--- src/rtl/memwatch_pkg.sv ---
package memwatch_pkg;

    // port numbering
    localparam int NUM_PORTS = 3;
    localparam int PORT_RAM  = 0;
    localparam int PORT_ITCM = 1;
    localparam int PORT_DTCM = 2;

    // access address and watch field geometry
    localparam int ADDR_W   = 32;
    localparam int WADDR_LO = 3;
    localparam int WADDR_HI = 18;
    localparam int WFIELD_W = WADDR_HI - WADDR_LO + 1;
    localparam int WATCH_W  = WFIELD_W + 1;

    // status layout: bits [NUM_PORTS-1:0] access errors, next NUM_PORTS watch hits
    localparam int STAT_W    = 2 * NUM_PORTS;
    localparam int ERR_BASE  = 0;
    localparam int HIT_BASE  = NUM_PORTS;

    // register interface
    localparam int DATA_W     = 32;
    localparam int REG_AW     = 3;
    localparam int RA_STATUS  = 0;
    localparam int RA_STAT_EN = 1;
    localparam int RA_SIG_EN  = 2;
    localparam int RA_WATCH0  = 3;

    // watch register: compare field above, direction selector in bit 0
    typedef struct packed {
        logic [WFIELD_W-1:0] field;
        logic                on_write;
    } watch_cfg_t;

endpackage

--- src/rtl/memwatch_cmp.sv ---
module memwatch_cmp
    import memwatch_pkg::*;
(
    input  watch_cfg_t          cfg,
    input  logic                acc_valid,
    input  logic                acc_write,
    input  logic [ADDR_W-1:0]   acc_addr,
    output logic                hit
);

    logic dir_ok;
    logic addr_ok;
    logic unused_addr_bits;

    always_comb begin
        dir_ok  = (acc_write == cfg.on_write);
        addr_ok = (acc_addr[WADDR_HI:WADDR_LO] == cfg.field);
        hit     = acc_valid && dir_ok && addr_ok;
    end

    assign unused_addr_bits = ^{acc_addr[ADDR_W-1:WADDR_HI+1], acc_addr[WADDR_LO-1:0]};

endmodule

--- src/rtl/memwatch_status.sv ---
module memwatch_status
    import memwatch_pkg::*;
(
    input  logic              clk,
    input  logic              rst_n,
    input  logic [STAT_W-1:0] evt,
    input  logic [STAT_W-1:0] en,
    input  logic [STAT_W-1:0] clr,
    output logic [STAT_W-1:0] status
);

    typedef struct packed {
        logic [STAT_W-1:0] flags;
    } stat_state_t;

    stat_state_t st_d, st_q;
    logic [STAT_W-1:0] set_vec;

    always_comb begin
        set_vec     = evt & en;
        st_d        = st_q;
        // clear first, then set, so a same-cycle set survives
        st_d.flags  = (st_q.flags & ~clr) | set_vec;
    end

    always_ff @(posedge clk or negedge rst_n) begin
        if (!rst_n) st_q <= '0;
        else        st_q <= st_d;
    end

    assign status = st_q.flags;

    // enabled events are present in the flags one edge later, whatever the clear says
    p_enabled_event_sets_r8: assert property (@(posedge clk) disable iff (!rst_n)
        ((evt & en) != '0) |=> ((status & $past(evt & en)) == $past(evt & en)));

    // a clear without a same-cycle set empties the flag
    p_w1c_clears_r7: assert property (@(posedge clk) disable iff (!rst_n)
        ((clr & ~(evt & en)) != '0) |=> ((status & $past(clr & ~(evt & en))) == '0));

    // no flag rises without an enabled event behind it
    p_no_masked_rise_r6: assert property (@(posedge clk) disable iff (!rst_n)
        ((status & ~$past(status) & ~$past(evt & en)) == '0));

    // flags are sticky unless cleared
    p_sticky_r7: assert property (@(posedge clk) disable iff (!rst_n)
        ((status & ~clr) != '0) |=> ((status & $past(status & ~clr)) == $past(status & ~clr)));

endmodule

--- src/rtl/memwatch_regs.sv ---
module memwatch_regs
    import memwatch_pkg::*;
(
    input  logic                  clk,
    input  logic                  rst_n,
    input  logic                  reg_wr,
    input  logic [REG_AW-1:0]     reg_addr,
    input  logic [DATA_W-1:0]     reg_wdata,
    input  logic [STAT_W-1:0]     status,
    output logic [STAT_W-1:0]     stat_en,
    output logic [STAT_W-1:0]     sig_en,
    output watch_cfg_t            watch [NUM_PORTS],
    output logic [STAT_W-1:0]     clr,
    output logic [DATA_W-1:0]     reg_rdata
);

    typedef struct packed {
        logic [STAT_W-1:0]                  stat_en;
        logic [STAT_W-1:0]                  sig_en;
        watch_cfg_t [NUM_PORTS-1:0]         watch;
    } cfg_state_t;

    cfg_state_t r_d, r_q;
    int         wr_idx;
    int         rd_idx;
    logic       unused_wdata_bits;

    always_comb begin
        r_d    = r_q;
        clr    = '0;
        wr_idx = int'(reg_addr);
        if (reg_wr) begin
            if (wr_idx == RA_STATUS)  clr       = reg_wdata[STAT_W-1:0];
            if (wr_idx == RA_STAT_EN) r_d.stat_en = reg_wdata[STAT_W-1:0];
            if (wr_idx == RA_SIG_EN)  r_d.sig_en  = reg_wdata[STAT_W-1:0];
            for (int p = 0; p < NUM_PORTS; p++) begin
                if (wr_idx == RA_WATCH0 + p)
                    r_d.watch[p] = watch_cfg_t'(reg_wdata[WATCH_W-1:0]);
            end
        end
    end

    always_ff @(posedge clk or negedge rst_n) begin
        if (!rst_n) r_q <= '0;
        else        r_q <= r_d;
    end

    always_comb begin
        rd_idx    = int'(reg_addr);
        reg_rdata = '0;
        if (rd_idx == RA_STATUS)  reg_rdata = DATA_W'(status);
        if (rd_idx == RA_STAT_EN) reg_rdata = DATA_W'(r_q.stat_en);
        if (rd_idx == RA_SIG_EN)  reg_rdata = DATA_W'(r_q.sig_en);
        for (int p = 0; p < NUM_PORTS; p++) begin
            if (rd_idx == RA_WATCH0 + p) reg_rdata = DATA_W'(r_q.watch[p]);
        end
    end

    assign stat_en = r_q.stat_en;
    assign sig_en  = r_q.sig_en;

    for (genvar g = 0; g < NUM_PORTS; g++) begin : g_watch_out
        assign watch[g] = r_q.watch[g];
    end

    assign unused_wdata_bits = ^reg_wdata[DATA_W-1:WATCH_W];

    // writes outside the mapped range touch nothing
    p_unmapped_write_r11: assert property (@(posedge clk) disable iff (!rst_n)
        (reg_wr && int'(reg_addr) >= RA_WATCH0 + NUM_PORTS) |=> $stable(r_q));

    // a register write never needs a status clear unless it targets the status offset
    p_clear_only_status_r7: assert property (@(posedge clk) disable iff (!rst_n)
        (clr != '0) |-> (reg_wr && int'(reg_addr) == RA_STATUS));

endmodule

--- src/rtl/memwatch_unit.sv ---
module memwatch_unit
    import memwatch_pkg::*;
(
    input  logic                          clk,
    input  logic                          rst_n,
    input  logic [NUM_PORTS-1:0]          acc_valid,
    input  logic [NUM_PORTS-1:0]          acc_write,
    input  logic [NUM_PORTS*ADDR_W-1:0]   acc_addr,
    input  logic [NUM_PORTS-1:0]          unalloc_err,
    input  logic                          reg_wr,
    input  logic [REG_AW-1:0]             reg_addr,
    input  logic [DATA_W-1:0]             reg_wdata,
    output logic [DATA_W-1:0]             reg_rdata,
    output logic                          irq
);

    typedef struct packed {
        logic irq;
    } irq_state_t;

    irq_state_t       irq_d, irq_q;
    logic [STAT_W-1:0] status;
    logic [STAT_W-1:0] stat_en;
    logic [STAT_W-1:0] sig_en;
    logic [STAT_W-1:0] clr;
    logic [STAT_W-1:0] evt;
    logic [NUM_PORTS-1:0] hit;
    watch_cfg_t        watch [NUM_PORTS];

    memwatch_regs i_regs (
        .clk       (clk),
        .rst_n     (rst_n),
        .reg_wr    (reg_wr),
        .reg_addr  (reg_addr),
        .reg_wdata (reg_wdata),
        .status    (status),
        .stat_en   (stat_en),
        .sig_en    (sig_en),
        .watch     (watch),
        .clr       (clr),
        .reg_rdata (reg_rdata)
    );

    for (genvar g = 0; g < NUM_PORTS; g++) begin : g_port
        memwatch_cmp i_cmp (
            .cfg       (watch[g]),
            .acc_valid (acc_valid[g]),
            .acc_write (acc_write[g]),
            .acc_addr  (acc_addr[g*ADDR_W +: ADDR_W]),
            .hit       (hit[g])
        );

        // a watch flag only rises after an access on its own port in its own direction
        p_hit_has_cause_r10: assert property (@(posedge clk) disable iff (!rst_n)
            $rose(status[HIT_BASE+g]) |->
                $past(acc_valid[g] && (acc_write[g] == watch[g].on_write)));

        // the flag that records an error comes from that port's error input
        p_err_has_cause_r5: assert property (@(posedge clk) disable iff (!rst_n)
            $rose(status[ERR_BASE+g]) |-> $past(unalloc_err[g] && stat_en[ERR_BASE+g]));
    end

    always_comb begin
        evt = '0;
        evt[ERR_BASE +: NUM_PORTS] = unalloc_err;
        evt[HIT_BASE +: NUM_PORTS] = hit;
    end

    memwatch_status i_status (
        .clk    (clk),
        .rst_n  (rst_n),
        .evt    (evt),
        .en     (stat_en),
        .clr    (clr),
        .status (status)
    );

    always_comb begin
        irq_d     = irq_q;
        irq_d.irq = |(status & sig_en);
    end

    always_ff @(posedge clk or negedge rst_n) begin
        if (!rst_n) irq_q <= '0;
        else        irq_q <= irq_d;
    end

    assign irq = irq_q.irq;

    // irq high only when a signalled flag was present the cycle before
    p_irq_cause_r9: assert property (@(posedge clk) disable iff (!rst_n)
        irq |-> $past((status & sig_en) != '0));

    // a signalled flag always raises irq on the next edge
    p_irq_follow_r9: assert property (@(posedge clk) disable iff (!rst_n)
        ((status & sig_en) != '0) |=> irq);

endmodule

--- config.mk ---
export PLATFORM = sky130hd
export DESIGN_NAME = memwatch_unit
export DESIGN_NICKNAME = d
export VERILOG_FILES = /design/src/rtl/memwatch_pkg.sv /design/src/rtl/memwatch_cmp.sv /design/src/rtl/memwatch_status.sv /design/src/rtl/memwatch_regs.sv /design/src/rtl/memwatch_unit.sv
export SDC_FILE = /design/constraint.sdc
export NUM_CORES = 1
export LEC_CHECK = 0
export BUFFER_PORTS_ARGS = -buffer_cell sky130_fd_sc_hd__buf_4
export CAP_MARGIN = 25
export CELL_PAD_IN_SITES_DETAIL_PLACEMENT = 1
export CELL_PAD_IN_SITES_GLOBAL_PLACEMENT = 2
export CORE_MARGIN = 2
export CORE_UTILIZATION = 31
export DETAILED_ROUTE_END_ITERATION = 8
export GPL_ROUTABILITY_DRIVEN = 0
export GPL_TIMING_DRIVEN = 0
export MAX_ROUTING_LAYER = met4
export PLACE_DENSITY_LB_ADDON = 0.1
export SYNTH_ARGS = -nofsm -noshare
export SYNTH_HDL_FRONTEND = slang
export SYNTH_SLANG_ARGS = --single-unit
--- constraint.sdc ---
create_clock -name clk -period 2.6 [get_ports clk]
set_input_delay 0.26 -clock clk [delete_from_list [all_inputs] [get_ports clk]]
set_output_delay 0.26 -clock clk [all_outputs]
set_load 0.01 [all_outputs]
==> run metrics, run 1 <==
CP Class in2out; Cell Area, Placed 4860 µm²; drt pass-1 iters 4; hold buffers post-CTS 0; mapped cell area between 3000 and 4000 µm²; worst r2r path cells 4; status finished clean; Final min period 2260 ps; Worst Path Required between 2000 and 2500 ps; Num CTS Buffers 9; clk_lat worst skew 330 ps; Top Ports 176; WHS just over 70 ps; RSZ-0062 raised after global routing false; area leader, netlist dfrtp_1; H-tree Lvls 3; cells after synthesis 324; Total Die Area 13,400 µm²; ys async rst share 100%; pin count of the biggest net entering global routing 71; post-synth top area share 45.2%; antenna diode count 0; Max Cap Viol 0; Reg2Reg Setup Slack 970 ps; first-pass GRT wire length 18.0 mm; DR vias around 2,900; CTS resizes 0; vias per inst around 4.7; crit-path max FO 10; fin nets 589; sequential cell area 1750 µm²; Detail Route Antenna Nets 0; worst flop-to-flop path startpoint i_regs.watch[26]; Slew @ Worst Pin slightly above 900 ps; slowest stage delay, CP 560 ps; FILL cells 1,336; flops & latches, synth 70; max_slew headroom between 30% and 40%; Total Routed Length 11.8 mm; grt total ovfl 0; Period Utilization, post-route 86.9%; Max stage delay cell, worst path clkbuf_1; pwr dens between 600 and 700 nW/µm²; hpwl dp 9.06 mm; drt wl/cell 19.2 µm; Iteration-0 DRC Markers 52; number of remaining DRC errors 0; Tot GR Track Use 19.5%; core box area 12,100 µm²; final non-filler cell total ~600; critical path arrival approximately 2000 ps; fin util 42.5%; commonest non-fill, non-tap cell in the layout buf_4; initial core utilization 32.0%; clk buf depth 2; Unique masters post-synth 34; CTS tree built; Hold Crit Class in2async; most used cell, CP buf_4; Die Height 116 µm; Max IR drop VDD between 0.0002 and 0.00025 V; design area 5150 µm²; Pleak 2.40 nW; Syn Area/Cell 11.9 µm²; crit path cell chain buf_4 -> buf_2 -> nand2b_1 -> clkbuf_1 -> o21ai_0 -> buf_4; Yosys Warn Count 0; DP Cell Count between 600 and 700; number of synthesized flops with an enable pin 0; Primary FF master, synth dfrtp_1; Setup Fix Bufs, Post-CTS 0; Final Hold Fails 0; clk_skew 4.45 ps; combined area of the multi-input logic cells 1970 µm²; PortBufs 97; CP Launch Type input port; layout cells sized above 1 a little under two fifths; fmax 0.442 GHz; Slew Limit Fails 0; Worst R2R End i_status.status[4]; sequential-to-total area share from yosys stat 45.2%; Clock Sinks 70; FP Rows 40; commonest non-fill, non-tap cells in the layout buf_4, dfrtp_1, xor2_1; initial antenna violation count 0; crit end category output port; top post-synthesis cells by area dfrtp_1, xor2_1, mux2_1; number of global-route vias before repair 3,155; count of final setup violators 0; clk slew on worst S/H paths 50 ps; Die X 116 µm; CTS Root Cell clkbuf_16; setup TNS 0 ps; area grow syn2layout 33.1%
[cells by family after synthesis]
kind of cell / synth area share (%)
AO/OA/AOI/OAI: 4.62
XOR/XNOR: 11.5
buffers and inverters: 5.27
flip-flops: 45.2
multiplexers: 25.2
other: 0.0969
AND/OR/NAND/NOR: 7.98
[cell usage after synthesis (all sizes together), types with 4 or more instances]
master and instances:
mux2i 20, nor4 12, buf 25, mux2 63
nor2 4, nand3 5, dfrtp 70, o21ai 14
xor2 48, nand2 26
[critical path: cells and delay by family]
family / cells / cell delay, ps
AOI/OAI and AO/OA: 1 / 230
buffers and inverters: 4 / 1080
and+or+nand+nor: 1 / 430
[layout make-up]
cell class | instances | area share [%]
plain buffers | 27 | 3.74
clock buffers | 13 | 5.05
clock inverters | 1 | 0.583
inverters | 3 | 0.219
multi-input cells | 238 | 38.2
flip-flops and latches | 70 | 34.0
well taps | 168 | 4.08
repair buffers | 97 | 14.1
[worst max path at each step]
stage / startpoint / endpoint / slack [ps] / depth (start not counted)
2_1_floorplan: reg_addr[0] / reg_rdata[12] / 1160 / 5
3_3_place_gp: reg_addr[1] / reg_rdata[13] / 380 / 6
3_5_place_dp: reg_addr[1] / reg_rdata[13] / 340 / 6
4_1_cts: reg_addr[1] / reg_rdata[13] / 340 / 6
5_1_grt: reg_addr[1] / reg_rdata[13] / 280 / 6
6_report: reg_addr[1] / reg_rdata[12] / 340 / 6
[stage by stage]
step | setup WS (ps) | power (mW)
after floorplan | 1160 | 2.00
after global placement | 376 | 2.37
after detailed placement | 341 | 2.40
after CTS | 338 | 3.63
after global routing | 282 | 3.80
final | 340 | 3.59
[metal layers]
layer | global-route usage [%] | share of wire [%] | up-vias
met5 | - | 0 | -
li1 | - | - | 1369
met4 | 5.48 | 1.1 | 0
met3 | 3.56 | 4.8 | 11
met1 | 25.9 | 47 | 1412
met2 | 30.6 | 47 | 88
[power by group]
part           leakage [nW]  switching, mW  total, mW  internal, mW
clock                 0.142          0.442       1.23         0.785
sequential            0.836          0.213       1.53          1.32
combinational          1.43          0.368      0.828         0.459
[flip-flops by register name (all words and copies together), names as in the netlist]
| name | flops |
|---|---|
| i_regs.sig_en | 6 |
| i_regs.stat_en | 6 |
| i_regs.watch | 51 |
| i_status.status | 6 |
| irq | 1 |
Note: power is estimated with default switching activity, not from simulation.
==> run 2, diff against run 1 <==
CORE_UTILIZATION = 29   (was 31)
clock period = 2.3 ns   (was 2.6 ns; I/O delays follow)
==> run metrics, run 2 (synthesis results as in run 1) <==
H-tree Lvls 3; PortBufs 97; antenna diode count 0; drt wl/cell 19.9 µm; fmax 0.509 GHz; commonest non-fill, non-tap cells in the layout buf_4, dfrtp_1, xor2_1; Top Layer Used met4; number of remaining DRC errors 0; Final min period 1970 ps; layout cells sized above 1 38.4%; status finished clean; max_slew headroom 39.0%; first-pass GRT wire length 18.9 mm; Metal-1 WL 5.87 mm; Period Utilization, post-route 85.5%; grt total ovfl 0; Die X 120 µm; Clock Sinks 70; RSZ-0062 raised after global routing false; CP Class in2out; crit-path max FO 10; CTS Root Cell clkbuf_16; Die Height ~120 µm; Slew Limit Fails 0; clk_lat worst skew 330 ps; pin count of the biggest net entering global routing 71; core box area roughly 13,000 µm²; Power Total 4.07 mW; critical path arrival 1740 ps; FILL cells around 1,500; commonest non-fill, non-tap cell in the layout buf_4; Final Hold Fails 0; setup TNS 0 ps; Iteration-0 DRC Markers 110; vias per inst approximately 4.6; Max Cap Viol 0; Buf/Inv on CP 4; crit end category output port; drt pass-1 iters 7; combined area of the multi-input logic cells 1970 µm²; count of final setup violators 0; Max IR drop VDD 0.000278 V; initial antenna violation count 0; Setup Fix Bufs, Post-CTS 0; Top Ports 176; slowest stage delay, CP 430 ps; initial core utilization 29.5%; Slew @ Worst Pin 913 ps; hpwl dp 9.23 mm; clk slew on worst S/H paths 60 ps; CP top delay family buffers and inverters; Total Die Area 14,300 µm²; Cell Area, Placed 4870 µm²; Worst Setup Slack, final 334 ps; crit path cell chain buf_4 -> buf_2 -> nand2b_1 -> clkbuf_2 -> o22ai_1 -> buf_4; FP Rows 42; Detail Route Antenna Nets 0; Hold Crit Class in2reg; Max stage delay cell, worst path nand2b_1; CTS tree built; Tot GR Track Use between 10% and 20%; DR vias about 2,900; WHS ~130 ps; fin nets 591; CP Launch Type input port; most used cell, CP buf_4; Worst Path Required 2070 ps; area grow syn2layout 34.5%; pwr dens 783 nW/µm²; Pleak 2.43 nW; Setup WS pre-CTS 79.1 ps; Largest register FFs 51; clk_skew 4.90 ps; WL met2 5.88 mm; wire length on met3 546 µm; design area 5200 µm²; clk buf depth 2; number of global-route vias before repair approximately 3,200; Num CTS Buffers 9; Total Routed Length approximately 12 mm; sequential cell area ~1800 µm²
## run 2: cell count changes in the layout (fill, tap and decap cells not counted)
cell	delta
clkbuf_1	-3
dlygate4sd3_1	+1
clkbuf_2	+1
bufinv_16	-1
buf_16	+1
clkbuf_8	+3
## run 2: cell type report
class | count | share of cell area [%]
Inverter | 3 | 0.216
Clock buffer | 14 | 5.65
Multi-Input combinational cell | 238 | 37.8
Buffer | 27 | 3.73
Sequential cell | 70 | 33.7
Timing Repair Buffer | 99 | 14.7
Tap cell | 176 | 4.23
## run 2: final timing paths
check / startpoint / endpoint / slack (ps) / cells past startpoint
setup / recovery: reg_addr[1] / reg_rdata[5] / 330 / 6
hold / removal: unalloc_err[0] / i_status.status[0] / 130 / 2
setup reg to reg: i_regs.watch[0] / i_status.status[5] / 650 / 4
hold reg to reg: i_status.status[5] / i_status.status[5] / 510 / 2
max in group asynchronous: rst_n / i_regs.watch[19] / 1520 / 3
min in group asynchronous: rst_n / i_regs.watch[13] / 250 / 2
## run 2: metal layers
metal	vias up	track usage, %
met5	-	-
li1	1378	-
met3	11	2.80
met2	88	28.5
met1	1426	25.5
met4	0	6.18
## run 2: repair_timing
action                                  CTS  global route
endpoints found under the setup margin    0             4
hold buffers                              0             1
gates resized for setup                   0             2
endpoints found under the hold margin     0            70
## run 2: worst reg2reg max path, cell delays in order (launching register included)
cell	delay, ps
dfrtp_1	400
xor2_1	170
nor4_1	610
nand3_1	190
o21ai_0	190
## run 2: power by group
group / total, mW / switching, mW / internal (mW)
Sequential: 1.74 / 0.251 / 1.49
Clock: 1.38 / 0.513 / 0.866
Combinational: 0.953 / 0.427 / 0.526
Total: 4.07 / 1.19 / 2.88
## run 2: per-stage QoR
step,util [%],cells
finish,39.6,627
global route,39.6,627
CTS,39.3,625
detailed placement,37.1,611
global placement,37.1,611
floorplan,-,338
